File: src/rtl/nbb_pkg.sv
package nbb_pkg;
    typedef enum logic [2:0] {
        ST_IDLE,
        ST_SETUP,
        ST_XFER,
        ST_DONE,
        ST_TURN
    } nbb_state_e;

    localparam logic [3:0] CMD_MEMRD = 4'b0110;
    localparam logic [3:0] CMD_MEMWR = 4'b0111;
endpackage

File: src/rtl/nbb_decode.sv
module nbb_decode #(
    parameter int AD_W  = 32,
    parameter int WIN_W = 8
) (
    input  logic [AD_W-1:0]  ad,
    input  logic [3:0]       cmd_n,
    input  logic [WIN_W-1:0] win_base,
    output logic             hit,
    output logic             is_wr
);
    import nbb_pkg::*;

    logic is_mem;

    always_comb begin
        is_mem = (cmd_n == CMD_MEMRD) || (cmd_n == CMD_MEMWR);
        hit    = is_mem && (ad[AD_W-1 -: WIN_W] == win_base);
        is_wr  = (cmd_n == CMD_MEMWR);
    end
endmodule

File: src/rtl/nbb_wait.sv
module nbb_wait #(
    parameter int W = 3
) (
    input  logic         clk,
    input  logic         rst_n,
    input  logic         load,
    input  logic [W-1:0] cfg,
    output logic         expired
);
    logic [W-1:0] cnt_d, cnt_q;

    always_comb begin
        cnt_d = cnt_q;
        if (load)
            cnt_d = cfg;
        else if (cnt_q != '0)
            cnt_d = cnt_q - 1'b1;
    end

    always_ff @(posedge clk or negedge rst_n) begin
        if (!rst_n) cnt_q <= '0;
        else        cnt_q <= cnt_d;
    end

    assign expired = (cnt_q == '0);

    p_count_falls_r5: assert property (@(posedge clk) disable iff (!rst_n)
        (!load && $past(!load) && $past(cnt_q) != '0) |-> (cnt_q == $past(cnt_q) - 1'b1));
endmodule

File: src/rtl/narrow_bus_bridge.sv
module narrow_bus_bridge #(
    parameter int ADDR_W = 24,
    parameter int DATA_W = 8,
    parameter int WAIT_W = 3
) (
    input  logic                         clk,
    input  logic                         rst_n,
    input  logic                         frame_n,
    input  logic                         irdy_n,
    input  logic [ADDR_W+DATA_W-1:0]     ad_in,
    input  logic [3:0]                   cbe_in_n,
    input  logic [ADDR_W+DATA_W-25:0]    win_base,
    input  logic [WAIT_W-1:0]            wait_cfg,
    output logic [ADDR_W+DATA_W-1:0]     ad_out,
    output logic                         ad_oe_hi,
    output logic                         ad_oe_lo,
    output logic [3:0]                   cbe_out_n,
    output logic                         cbe_oe,
    output logic                         tgt_oe,
    output logic                         devsel_n,
    output logic                         trdy_n,
    output logic                         stop_n,
    output logic                         xcs_n
);
    import nbb_pkg::*;

    localparam int AD_W  = ADDR_W + DATA_W;
    localparam int WIN_W = AD_W - ADDR_W;

    typedef struct packed {
        nbb_state_e          state;
        logic                frame_q;
        logic                is_wr;
        logic [ADDR_W-1:0]   addr;
        logic [DATA_W-1:0]   wbyte;
        logic [DATA_W-1:0]   rbyte;
    } regs_t;

    regs_t r_d, r_q;
    logic  hit, dec_wr, expired, addr_phase;

    nbb_decode #(.AD_W(AD_W), .WIN_W(WIN_W)) u_dec (
        .ad       (ad_in),
        .cmd_n    (cbe_in_n),
        .win_base (win_base),
        .hit      (hit),
        .is_wr    (dec_wr)
    );

    nbb_wait #(.W(WAIT_W)) u_wait (
        .clk     (clk),
        .rst_n   (rst_n),
        .load    (r_q.state == ST_SETUP),
        .cfg     (wait_cfg),
        .expired (expired)
    );

    assign addr_phase = !frame_n && r_q.frame_q;

    // next-state process
    always_comb begin
        r_d         = r_q;
        r_d.frame_q = frame_n;
        unique case (r_q.state)
            ST_IDLE: if (addr_phase && hit) begin
                r_d.state = ST_SETUP;
                r_d.addr  = ad_in[ADDR_W-1:0];
                r_d.is_wr = dec_wr;
            end
            ST_SETUP: begin
                if (r_q.is_wr) r_d.wbyte = ad_in[DATA_W-1:0];
                r_d.state = ST_XFER;
            end
            ST_XFER: begin
                if (!r_q.is_wr) r_d.rbyte = ad_in[DATA_W-1:0];
                if (expired) r_d.state = ST_DONE;
            end
            ST_DONE: if (!irdy_n) r_d.state = ST_TURN;
            ST_TURN: r_d.state = ST_IDLE;
            default: r_d.state = ST_IDLE;
        endcase
    end

    always_ff @(posedge clk or negedge rst_n) begin
        if (!rst_n) begin
            r_q         <= '0;
            r_q.state   <= ST_IDLE;
            r_q.frame_q <= 1'b1;
        end else begin
            r_q <= r_d;
        end
    end

    // pin function selection
    always_comb begin
        ad_out    = '0;
        ad_oe_hi  = 1'b0;
        ad_oe_lo  = 1'b0;
        cbe_out_n = 4'hF;
        cbe_oe    = 1'b0;
        tgt_oe    = 1'b0;
        devsel_n  = 1'b1;
        trdy_n    = 1'b1;
        stop_n    = 1'b1;
        xcs_n     = 1'b1;
        unique case (r_q.state)
            ST_SETUP: begin
                tgt_oe   = 1'b1;
                xcs_n    = 1'b0;
                cbe_oe   = 1'b1;
                ad_oe_hi = 1'b1;
                ad_out[AD_W-1:DATA_W] = r_q.addr;
            end
            ST_XFER: begin
                tgt_oe   = 1'b1;
                devsel_n = 1'b0;
                xcs_n    = 1'b0;
                cbe_oe   = 1'b1;
                ad_oe_hi = 1'b1;
                ad_out[AD_W-1:DATA_W] = r_q.addr;
                if (r_q.is_wr) begin
                    cbe_out_n = 4'b1101;
                    ad_oe_lo  = 1'b1;
                    ad_out[DATA_W-1:0] = r_q.wbyte;
                end else begin
                    cbe_out_n = 4'b1110;
                end
            end
            ST_DONE: begin
                tgt_oe   = 1'b1;
                devsel_n = 1'b0;
                trdy_n   = 1'b0;
                stop_n   = frame_n;
                xcs_n    = 1'b0;
                cbe_oe   = 1'b1;
                ad_oe_hi = 1'b1;
                ad_oe_lo = 1'b1;
                if (r_q.is_wr)
                    ad_out = {r_q.addr, r_q.wbyte};
                else
                    ad_out[DATA_W-1:0] = r_q.rbyte;
            end
            ST_TURN: tgt_oe = 1'b1;
            default: ;
        endcase
    end

    p_trdy_with_devsel_r6: assert property (@(posedge clk) disable iff (!rst_n)
        !trdy_n |-> (!devsel_n && tgt_oe));
    p_devsel_medium_r3: assert property (@(posedge clk) disable iff (!rst_n)
        $fell(devsel_n) |-> !$past(frame_n, 2));
    p_one_strobe_r5: assert property (@(posedge clk) disable iff (!rst_n)
        cbe_oe |-> ($countones(~cbe_out_n[1:0]) <= 1 && cbe_out_n[3:2] == 2'b11));
    p_stop_needs_trdy_r9: assert property (@(posedge clk) disable iff (!rst_n)
        !stop_n |-> !trdy_n);
    p_pins_under_cs_r10: assert property (@(posedge clk) disable iff (!rst_n)
        (ad_oe_hi || ad_oe_lo || cbe_oe) |-> !xcs_n);
    p_trdy_after_strobe_r6: assert property (@(posedge clk) disable iff (!rst_n)
        $fell(trdy_n) |-> $past(cbe_out_n[1:0] != 2'b11));
    p_turnaround_r11: assert property (@(posedge clk) disable iff (!rst_n)
        $rose(trdy_n) |-> (tgt_oe && devsel_n && stop_n && xcs_n));
endmodule

File: config.mk
export PLATFORM = sky130hd
export DESIGN_NAME = narrow_bus_bridge
export DESIGN_NICKNAME = d
export VERILOG_FILES = /design/src/rtl/nbb_pkg.sv /design/src/rtl/nbb_decode.sv /design/src/rtl/nbb_wait.sv /design/src/rtl/narrow_bus_bridge.sv
export SDC_FILE = /design/constraint.sdc
export NUM_CORES = 1
export LEC_CHECK = 0
export BUFFER_PORTS_ARGS = -buffer_cell sky130_fd_sc_hd__buf_2
export CORE_UTILIZATION = 45
export CTS_BUF_LIST = sky130_fd_sc_hd__clkbuf_8 sky130_fd_sc_hd__clkbuf_16
export CTS_CLUSTER_DIAMETER = 50
export DETAILED_ROUTE_END_ITERATION = 10
export PLACE_DENSITY = 0.86
export SLEW_MARGIN = 20
export SYNTH_ARGS = -nofsm -noshare
export SYNTH_HDL_FRONTEND = slang
export SYNTH_SLANG_ARGS = --single-unit
File: constraint.sdc
create_clock -name clk -period 2.8 [get_ports clk]
set_input_delay 0.14 -clock clk [delete_from_list [all_inputs] [get_ports clk]]
set_output_delay 0.14 -clock clk [all_outputs]
set_load 0.01 [all_outputs]
## Word-level counts from Yosys, hierarchy flattened

Cells that the tools add are included.

- Register bits: 48
- Output and inout port bits: 44

- Add/sub/neg operators: 1
- Equal/unequal tests: 10
- Mux-type cells: 21
- Bitwise logic cells: 1
- Reduce and logical (&&, ||, !) cells: 17

Operators by type and width:

| cell | count |
|---|---|
| one-hot mux 24 bit (2 select lines) | 1 |
| two-way mux 24 bit | 1 |
| two-way mux 8 bit | 2 |
| one-hot mux 8 bit (2 select lines) | 1 |
| two-way mux 3 bit | 5 |
| one-hot mux 3 bit (4 select lines) | 1 |
| == test 4 x 3 -> 1 bit, second input constant | 2 |
| == test 8 bit | 1 |
| two-way mux 1 bit | 7 |
| == test 3 x 2 -> 1 bit, second input constant | 2 |
| zero test 3 bit | 2 |
| inequality test 2 bit, second input constant | 3 |
| AND reduction 2 bit | 3 |
| two-way mux 2 bit | 2 |
| OR reduction 2 bit | 2 |
| OR reduction 4 bit | 1 |
| == test 3 x 1 -> 1 bit, second input constant | 1 |
| == test 3 bit, second input constant | 1 |
| logical AND 1 bit | 3 |
| AND reduction 3 bit | 1 |
| nonzero test 3 bit | 1 |
| OR reduction 3 bit | 1 |
| subtractor 3 x 1 -> 3 bit, second input constant | 1 |
| one-hot mux 1 bit (2 select lines) | 1 |
| other kinds (4) | 4 |

## Logic depth before layout (Yosys ltp)

Gate-level depths: netlist of the first run.

- Depth in word-level cells: 6
- Mapped depth: 6
- Gate-level depth less buffers: 6

## By module

Synthesis of the first run repeated with hierarchy kept, for this count alone.

- Cell total of the unflattened synthesis: 200
- Area, all modules: 2404.8 µm²

Modules (own cells, without submodules):

| module | instances | cells an instance | area an instance (µm²) | sequential area each (µm²) |
|---|---|---|---|---|
| narrow_bus_bridge | 1 | 166 | 2095.8 | 1127.3 |
| nbb_wait | 1 | 21 | 201.4 | 75.1 |
| nbb_decode | 1 | 13 | 107.6 | 0.0 |

## Least setup slack after synthesis of the first run

No wires, ideal clock.

- Kind: reg-to-reg
- Start: reg r_q[42] in the netlist's numbering
- End: reg r_q[26] in the netlist's numbering
- Data arrival time: 1.762 ns
- Path slack: 0.914 ns
- Cell stages (with the launch flop): 7
- Path through: dfrtp_1 -> buf_6 -> nor4b_2 -> nand4_1 -> nor4_4 -> buf_6 -> mux2_2

- Longest elaborated chain between the ends: 2

RTL lines:

| item | RTL line | source |
|---|---|---|
| start, declared | narrow_bus_bridge.sv:39 | `regs_t r_d, r_q;` |
| start signal, assigned | narrow_bus_bridge.sv:90 | `r_q <= r_d;` |
| zero test 3 bit | narrow_bus_bridge.sv:64 | `unique case (r_q.state)` |
| AND reduction 2 bit (no line) | n/a |  |

Every way passes these cells.
A chain may end at the register's enable or synchronous reset.

## Worst setup path after layout of the first run

- Start: reg r_q[44] in the netlist's numbering
- End: out cbe_out_n[0]

- Longest elaborated chain between the ends: 2

RTL lines:

| item | RTL line | source |
|---|---|---|
| == test 3 x 2 -> 1 bit | narrow_bus_bridge.sv:106 | `unique case (r_q.state)` |
| two-way mux 2 bit | narrow_bus_bridge.sv:106 |  |
| end, declared | narrow_bus_bridge.sv:17 | `output logic [3:0] cbe_out_n,` |

Every way passes these cells.

==> summary.md, run 1 <==
| Metric | Value |
|---|---|
| Initial DRC count | `25` |
| Slowest-stage cell, CP | `nor3_2` |
| # clock sinks | `48` |
| Die X | `between 70 and 80 um` |
| Synth top area cells | `dfrtp_1 (50%), mux2_2 (18%), and2_1 (6.9%), xnor2_1 (3.7%), nor2_1 (2.4%)` |
| Min-delay src | `irdy_n` |
| Final Skew | `0.008780 ns` |
| Seq cells post-synth | `48` |
| Min Tclk post-route | `2.273 ns` |
| Initial antenna violation count | `0` |
| Sw frac | `a little over a third` |
| Top delay family on crit path | `simple AND/OR/NAND/NOR gates` |
| Pint | `~1300 uW` |
| Type of the worst min-delay path | `input pin to flop` |
| Starting Density | `between 40% and 50%` |
| Setup TNS | `0 ns` |
| Worst r2r src | `r_q[44]` |
| Routability cong. | `0.7430` |
| Worst r2r path cells | `3` |
| RSZ-0062 raised after global routing | `false` |
| Met2 Use GR | `between 30% and 40%` |
| Hold endpoint | `r_q[44]` |
| Setup crit end kind | `primary output` |
| Final worst slack | `0.5268 ns` |
| Core Area | `approximately 0.0051 mm2` |
| Crit path DAT | `about 2.1 ns` |
| Dpl hpwl | `3.555 mm` |
| IO Pins | `95` |
| Worst stage delay on the critical path | `between 0.6 and 0.7 ns` |
| Sequential cell fraction of total power | `between 40% and 50%` |
| CTS buffer count | `5` |
| MaxCap Viol Count | `0` |
| Vias in the first global route | `between 1,500 and 2,000` |
| Die area | `0.005552 mm2` |
| Startpoint types | `flop` |
| Area of the mapped netlist | `~0.0024 mm2` |
| Sw power | `between 700 and 800 uW` |
| Area Growth Syn to Fin | `25.65%` |
| Tcrit/Tclk final | `roughly four fifths` |
| Count of nets after finishing | `~340` |
| Critical-path cell list | `nand2b_1 > nor3_2 > inv_1 > buf_2` |
| Clock Power Share | `20.4%` |
| Fin util | `58.58%` |
| Met1 GRT Util | `between 20% and 30%` |
| Most common cell after layout, fill and taps aside | `buf_2` |
| Final hold vios | `0` |
| Top Usage Layer GRT | `met2` |
| Leak | `between 0.0015 and 0.002 uW` |
| Height of the die | `74.51 um` |
| Cell taking the most area after synthesis | `dfrtp_1` |
| # setup viols final | `0` |
| RR Endpoint | `r_q[4]` |
| Pre-antenna DRT Iters | `5` |
| Clock Tree Root | `clkbuf_8` |
| Dpl ws | `about 0.70 ns` |
| Slew @ Worst Pin | `a little under 0.8 ns` |
| Maximum clock path buffer count | `2` |
| Crit path max fanout | `11` |
| Largest net degree at the start of global routing | `49` |
| ANT cells | `0` |
| Htree depth | `2` |
| Worst-path clk slew | `roughly 0.09 ns` |
| Synth warn | `0` |
| Global Route Usage Sum | `between 10% and 20%` |
| Commonest non-fill, non-tap cells in the layout | `buf_2 (91), dfrtp_1 (47), mux2_2 (38)` |
| Final slew viol count | `0` |
| Row cnt | `26` |
| Outcome | `finished clean` |
| Met3 usage | `under 10%` |
| PortBufs | `92` |
| First-pass GRT wire length | `7.714 mm` |
| Layout cells sized above 1 | `between 50% and 60%` |
| WP data required | `around 2.7 ns` |
| Mapped Cells | `around 200` |
| Levels on crit path | `4` |
| Wirelength per Cell | `around 14 um` |
| CTS tree | `done` |
| Congestion Overflow GR | `0` |
| Reg2Reg Setup Slack | `approximately 0.69 ns` |
| Clock Latency Late Sink | `about 0.30 ns` |
| Fin Hold WS | `0.01567 ns` |
| Final antenna-violating net count | `0` |
| Peak supply drop | `roughly 0.40 mV` |
| Combinational power share | `between 30 and 40%` |
| Pwr Density | `around 690 mW/mm2` |
| Remaining DRCs | `0` |
| Post-synth cell types | `35` |
| Avg Cell Area, Syn | `11.89 um2` |
| Fmax achieved | `between 0.4 and 0.5 GHz` |
| Routed vias | `~1,800` |
| Vias per cell | `about 4.9` |
| Sequential-to-total area share from yosys stat | `slightly above 50%` |
| Synth top area share | `approximately 50%` |
| Max_slew headroom | `approximately 48%` |
| WHS Path Cells | `2` |
| Final wirelength | `roughly 4.9 mm` |
| Setup CP Type | `flop to primary output` |
| CP bufs+invs | `2` |
flip-flops by register name, indices dropped and copies added, names as in the netlist:
name and cells:
u_wait.cnt_q 3, r_q 45
layer usage:
| layer | vias to the layer above | routed length (um) |
|---|---|---|
| li1 | 848 | - |
| met4 | 0 | 56 |
| met1 | 864 | 2110 |
| met5 | - | 0 |
| met2 | 58 | 2474 |
| met3 | 5 | 292 |
worst max path at each step:
stage | slack, ns | from | end
after floorplan | 0.91 | r_q[42] | r_q[26]
after global placement | 0.70 | r_q[44] | r_q[5]
after detailed placement | 0.70 | r_q[44] | r_q[3]
after CTS | 0.50 | r_q[44] | cbe_out_n[0]
after global routing | 0.29 | r_q[42] | ad_out[12]
final | 0.53 | r_q[44] | cbe_out_n[0]
cells by family (layout without fill, tap and decap cells):
family,after synthesis,in the layout,synth area share (%)
xor+xnor,10,10,3.702
mux,42,42,19.88
other cells,1,2,0.1585
buf+inv,18,110,4.336
compound gates,15,15,4.442
fa+ha+maj,2,2,1.057
flops,48,48,50.82
simple gates,63,63,15.60
cells in the mapped netlist, drive strengths merged:
cell type	number
a211oi	1
a21o	1
a21oi	1
a22oi	7
and2	26
and3	1
and3b	1
buf	7
clkbuf	6
conb	1
dfrtp	47
dfstp	1
ha	2
inv	5
mux2	40
mux2i	2
nand2	7
nand2b	2
nand4	2
nor2	15
nor2b	1
nor3	2
nor3b	1
nor4	1
nor4b	1
o21a	1
o21ai	3
o21ba	1
or2	1
or3	2
xnor2	10
metrics by stage:
| step | instance area, um2 | cells | power, uW |
|---|---|---|---|
| final | 2973 | 362 | 2064 |
| after global routing | 2973 | 362 | 2224 |
| after CTS | 2960 | 361 | 2088 |
| after detailed placement | 2856 | 352 | 1659 |
| after global placement | 2856 | 352 | 1631 |
| after floorplan | 2370 | 200 | 1409 |
final cells by class:
cell class | instances | area, um2
Sequential cell | 48 | 1202
Inverter | 5 | 18.77
Timing Repair Buffer | 97 | 505.5
Clock buffer | 6 | 82.58
Tap cell | 70 | 87.58
Fill cell | 459 | 2102
Clock inverter | 2 | 11.26
Multi-Input combinational cell | 134 | 1065
repair_timing:
action | in CTS | in global routing
endpoints found under the hold margin | 1 | 47
buffers inserted | 0 | 0
resized for setup | 0 | 0
hold buffers | 1 | 1
power by group through the flow:
stage | clock, uW | sequential (uW) | combinational (uW)
floorplan | 0 | 862 | 547
detailed placement | 0 | 900 | 759
CTS | 439 | 886 | 764
global placement | 0 | 890 | 741
finish | 422 | 887 | 755
global route | 470 | 903 | 851
(Power assumes the default switching activity.)
==> run 2, diff against run 1 <==
Settings changed: ABC_AREA from default to 1, PLACE_DENSITY 0.86 to 0.87.
Clock period 2.8 ns to 1.99 ns, I/O delays scaled along.
==> run 2 against run 1 <==
Routed wire length increased by 18%. Clock power up 58%. Synthesized cell count up 81%. Register-to-register slack got worse by 0.37 ns. Largest cell class unchanged. Largest power group is now combinational logic.
==> summary.md, run 2 <==
| Metric | Value |
|---|---|
| Outcome | `finished clean` |
| Core Area | `between 0.005 and 0.006 mm2` |
| Htree depth | `2` |
| WP data required | `around 1.9 ns` |
| Fin util | `58.29%` |
| # clock sinks | `48` |
| # setup viols final | `0` |
| Initial DRC count | `about 130` |
| Area Growth Syn to Fin | `22.73%` |
| Starting Density | `47.50%` |
| Regs by FF count | `r_q x45, u_wait.cnt_q x3` |
| Peak supply drop | `about 0.46 mV` |
| Clock Latency Late Sink | `around 0.29 ns` |
| Count of nets after finishing | `505` |
| Setup TNS | `0 ns` |
| Max_slew headroom | `50.99%` |
| Mapped Cells | `roughly 360` |
| Post-CTS sizing | `0` |
| Worst stage delay on the critical path | `0.45 ns` |
| Seq cells post-synth | `48` |
| Slew @ Worst Pin | `approximately 0.74 ns` |
| Final wirelength | `a little under 6 mm` |
| Largest net degree at the start of global routing | `35` |
| Post-cts hold buffer count | `2` |
| MaxCap Viol Count | `0` |
| Largest Register | `r_q` |
| First-pass GRT wire length | `between 10 and 15 mm` |
| Dpl hpwl | `4.418 mm` |
| # Post-CTS Setup Buffers | `0` |
| Min Tclk post-route | `~1.8 ns` |
| EDFF count, synth | `0` |
| Die area | `~0.0062 mm2` |
| Final antenna-violating net count | `0` |
| Crit path DAT | `roughly 1.7 ns` |
| Leak | `roughly 0.0019 uW` |
| CTS buffer count | `5` |
| Wirelength per Cell | `approximately 11 um` |
| Remaining DRCs | `0` |
| Top delay family on crit path | `buffers and inverters` |
| Total power | `about 3100 uW` |
| Avg Cell Area, Syn | `approximately 7.3 um2` |
| Critical-path cell list | `nor2_4 > nand2_1 > inv_2 > a21oi_2 > buf_4 > nor2_1 > buf_2` |
| Commonest non-fill, non-tap cells in the layout | `nand2_1 (112), buf_2 (92), inv_1 (60)` |
| Post-synth top cells | `nand2_1 (112), inv_1 (59), dfrtp_1 (47), nor2_1 (40), nand3_1 (23)` |
| Largest register FFs | `45` |
| Startpoint types | `flop` |
| Pre-antenna DRT Iters | `4` |
| Synth warn | `0` |
| CP bufs+invs | `3` |
| Initial antenna violation count | `0` |
| Vias in the first global route | `roughly 2,300` |
| Final slew viol count | `0` |
| Synth top area cells | `dfrtp_1 (44%), nand2_1 (16%), inv_1 (8.4%), nor2_1 (5.7%), nand3_1 (4.3%)` |
| Area of the mapped netlist | `approximately 0.0026 mm2` |
| Routability cong. | `roughly 0.91` |
| Post-synth cell types | `32` |
| Type of the worst min-delay path | `input pin to flop` |
| Maximum clock path buffer count | `2` |
| Most common cell after layout, fill and taps aside | `nand2_1` |
| Layout cells sized above 1 | `between 20% and 30%` |
| Fmax achieved | `approximately 0.55 GHz` |
| Final hold vios | `0` |
| Crit path max fanout | `24` |
| Tcrit/Tclk final | `~92%` |
| CTS tree | `done` |
| Clock Tree Root | `clkbuf_8` |
| RSZ-0062 raised after global routing | `false` |
| Die X | `approximately 80 um` |
| Worst-path clk slew | `~0.08 ns` |
| Cell taking the most area after synthesis | `dfrtp_1` |
| Sequential-to-total area share from yosys stat | `between 40% and 50%` |
| Top_reg_cell synth | `dfrtp_1` |
| Synth top area share | `44.42%` |
| Setup crit end kind | `primary output` |
| ANT cells | `0` |
| Congestion Overflow GR | `0` |
| Row cnt | `27` |
| IO Pins | `95` |
| Pwr Density | `between 900 and 1000 mW/mm2` |
| Vias per cell | `4.684` |
| Global Route Usage Sum | `between 20% and 30%` |
| Post-synthesis async set-or-reset flop share | `between 90% and 100%` |
| Slowest-stage cell, CP | `dfrtp_1` |
| PortBufs | `92` |
| Routed vias | `between 2,000 and 2,500` |
| Height of the die | `78.71 um` |
| Final Skew | `0.006572 ns` |
| Most frequent cell after synthesis | `nand2_1` |
| Setup CP Type | `flop to primary output` |
-- run 2: per-layer routing --
metal | track usage (%) | share of wire, % | vias up | wire [um]
li1 | - | - | 1261 | -
met1 | 26.26 | 45 | 1104 | 2587
met2 | 36.17 | 49 | 87 | 2829
met3 | 3.103 | 5.3 | 7 | 306
met4 | 7.593 | 1.3 | 0 | 74
met5 | 0 | 0 | - | 0
-- run 2: worst paths after layout --
| kind | from | to | slack, ns | cells past startpoint |
|---|---|---|---|---|
| hold / removal | irdy_n | r_q[42] | 0.03 | 3 |
| setup reg to reg | r_q[41] | r_q[16] | 0.32 | 7 |
| hold reg to reg | r_q[36] | r_q[36] | 0.48 | 2 |
| setup / recovery | r_q[44] | ad_out[8] | 0.16 | 7 |
| min in group asynchronous | rst_n | u_wait.cnt_q[1] | 0.40 | 2 |
| max in group asynchronous | rst_n | r_q[4] | 0.90 | 3 |
-- run 2: tightest hold or removal path: cells and delay by family --
family	cells	cell delay (ns)
AND/OR/NAND/NOR	2	0.11
buffers and inverters	1	0.08
-- run 2: kinds of logic (layout without fill, tap and decap cells) --
group / after synthesis / count (layout) / share of synthesized area [%]
fa+ha+maj: 2 / 2 / 0.9450
compound gates: 41 / 41 / 9.405
flops: 48 / 48 / 45.42
simple gates: 190 / 190 / 30.62
other cells: 1 / 2 / 0.1416
buf+inv: 77 / 168 / 12.81
xor+xnor: 2 / 2 / 0.6617
-- run 2: through the flow --
step	hold slack, ns	instance area (um2)	std cells	worst slack, ns
2_1_floorplan	-0.1961	2651	362	0.6107
3_3_place_gp	0.1840	3122	515	0.3395
3_5_place_dp	0.2085	3122	515	0.3104
4_1_cts	0.01700	3249	525	0.1509
5_1_grt	0.01178	3249	525	0.01769
6_report	0.02731	3249	525	0.1572
-- run 2: layout make-up --
type                       instances  area [um2]
timing repair buffer              97       503.0
tap                               72       90.09
clock inverter                     3       38.79
inverter                          63       236.5
clock buffer                       5       68.82
fill                             545        2325
sequential                        48        1202
multi-input combinational        237        1110
-- run 2: power by group --
part | switching [uW] | total, uW | internal (uW)
registers | 85.1 | 1210 | 1120
clock network | 300 | 668 | 368
logic | 816 | 1230 | 410
==> run 3, diff against run 2 <==
Settings changed: ABC_AREA 1 to 0, CORE_UTILIZATION 45 to 43, PLACE_DENSITY 0.87 to 0.86.
==> run 3 against run 2 <==
Core utilization increased by 2.4 points. Combinational power about the same. Routed wire length decreased by 4.9%. Clock skew increased by 0.0017 ns. Global-route usage decreased by 1.4 points. Fmax decreased by 3.5%. First-iteration DRC count decreased by 55%. Cell count decreased by 29%. Clock power increased by 8.8%. Largest cell class unchanged.
==> summary.md, run 3 (synthesized netlist as in run 1, its figures left out) <==
| Metric | Value |
|---|---|
| Final worst slack | `0.09165 ns` |
| Dpl hpwl | `3.633 mm` |
| Peak supply drop | `0.5389 mV` |
| Hold endpoint | `r_q[30]` |
| Regs by FF count | `r_q x45, u_wait.cnt_q x3` |
| Min Tclk post-route | `roughly 1.9 ns` |
| Startpoint types | `flop` |
| Reg2Reg Setup Slack | `slightly above 0.09 ns` |
| Setup crit end kind | `flop` |
| WP data required | `between 2 and 2.5 ns` |
| WHS Path Cells | `2` |
| Core Area | `around 0.0052 mm2` |
| Max_slew headroom | `59.39%` |
| Height of the die | `between 70 and 80 um` |
| # setup viols final | `0` |
| CTS tree | `done` |
| Placed Cells | `356` |
| Setup TNS | `0 ns` |
| Wirelength per Cell | `14.70 um` |
| Remaining DRCs | `0` |
| Crit path max fanout | `12` |
| Area Growth Syn to Fin | `33.53%` |
| Initial DRC count | `60` |
| Die area | `0.005803 mm2` |
| Pwr Density | `1011 mW/mm2` |
| Final antenna-violating net count | `0` |
| Final hold vios | `0` |
| Clock Tree Root | `clkbuf_8` |
| Pre-antenna DRT Iters | `4` |
| CTS buffer count | `5` |
| Fin Hold WS | `just under 0.01 ns` |
| # clock sinks | `48` |
| Global Route Usage Sum | `19.44%` |
| Worst-path clk slew | `around 0.10 ns` |
| PortBufs | `92` |
| Count of nets after finishing | `about 360` |
| Type of the worst min-delay path | `input pin to flop` |
| Htree depth | `2` |
| Setup CP Type | `flop to flop` |
| Final Skew | `0.008285 ns` |
| Congestion Overflow GR | `0` |
| Final wirelength | `approximately 5.5 mm` |
| Clock Latency Late Sink | `between 0.3 and 0.4 ns` |
| Fin cells | `~380` |
| Final slew viol count | `0` |
| Min-delay src | `ad_in[14]` |
| ANT cells | `0` |
| Slew @ Worst Pin | `between 0.6 and 0.7 ns` |
| Crit path DAT | `2.10 ns` |
| Vias per cell | `4.864` |
| Worst r2r src | `r_q[41]` |
| Dpl ws | `0.09587 ns` |
| Tcrit/Tclk final | `95.39%` |
| Maximum clock path buffer count | `2` |
| Commonest non-fill, non-tap cells in the layout | `buf_2 (92), dfrtp_1 (46), mux2_2 (38)` |
| Leak | `between 0.0015 and 0.002 uW` |
| Vias in the first global route | `slightly below 2,000` |
| Fmax achieved | `about 0.53 GHz` |
| Largest Register | `r_q` |
| Initial antenna violation count | `0` |
| First-pass GRT wire length | `roughly 8.9 mm` |
| RR Endpoint | `r_q[36]` |
| Starting Density | `45.46%` |
| CP Launch Point | `r_q[41]` |
| Row cnt | `26` |
| Outcome | `finished clean` |
| Largest net degree at the start of global routing | `49` |
| Most common cell after layout, fill and taps aside | `buf_2` |
| MaxCap Viol Count | `0` |
| Routed vias | `roughly 1,800` |
| IO Pins | `between 90 and 100` |
| Die X | `76.18 um` |
| Routability cong. | `approximately 0.7` |
| Largest register FFs | `45` |
| Layout cells sized above 1 | `between 50% and 60%` |
| Worst r2r path cells | `6` |
## run 3: cell count changes in the layout (fill, tap and decap cells not counted), sizes merged, moves of 26 or more
cell | before | now
o21ai | 29 | 3
mux2 | 0 | 40
inv | 63 | 6
and2 | 0 | 26
nand2 | 119 | 7
nor2 | 44 | 15
## run 3: final cells by class
class | count | area, um2
tap | 70 | 87.58
clock buffer | 5 | 68.82
inverter | 5 | 18.77
multi-input combinational | 135 | 1101
timing repair buffer | 109 | 633.1
clock inverter | 3 | 46.29
sequential | 48 | 1204
fill | 445 | 2046
## run 3: worst max path at each step
stage | endpoint | slack (ns) | cells past startpoint
2_1_floorplan | r_q[26] | 0.10 | 6
3_3_place_gp | r_q[28] | 0.14 | 5
3_5_place_dp | r_q[29] | 0.1 | 5
4_1_cts | ad_out[16] | 0.001 | 6
5_1_grt | r_q[36] | -0.01 | 6
6_report | r_q[36] | 0.09 | 6
## run 3: power breakdown
group / leakage [uW] / total [uW] / internal, uW / switching [uW]
clock network: 0.0000548 / 727 / 379 / 349
registers: 0.000636 / 1230 / 1130 / 97.0
logic: 0.000970 / 1240 / 577 / 661
## run 3: what timing repair did
action	in CTS	in global routing
pin swaps	0	1
cloned	0	2
endpoints found under the hold margin	52	0
resized for setup	1	6
hold buffers	6	0
setup buffers	0	3
setup endpoints to repair	24	48
## run 3: per-stage QoR
step | area, um2 | power [uW] | util [%]
final | 3159 | 3194 | 60.70
after global placement | 2899 | 2328 | 55.70
after floorplan | 2370 | 1982 | -
after global routing | 3159 | 3400 | 60.70
after CTS | 3075 | 3119 | 59.09
after detailed placement | 2899 | 2373 | 55.70
## run 3: worst max-delay path, cell delays in order, from the launching register on
cell       delay, ns
dfstp_2         0.53
nor4b_4         0.19
nand4_1         0.21
nor4_4          0.17
buf_4           0.18
clkbuf_16       0.18
mux2_2          0.33
## run 3: per-layer routing
| layer | global-route usage [%] | wire length [um] | up-vias |
|---|---|---|---|
| met5 | 0 | 0 | - |
| met4 | 8.462 | 90 | 0 |
| met2 | 34.09 | 2688 | 56 |
| li1 | - | - | 874 |
| met1 | 22.77 | 2485 | 883 |
| met3 | 4.431 | 247 | 11 |
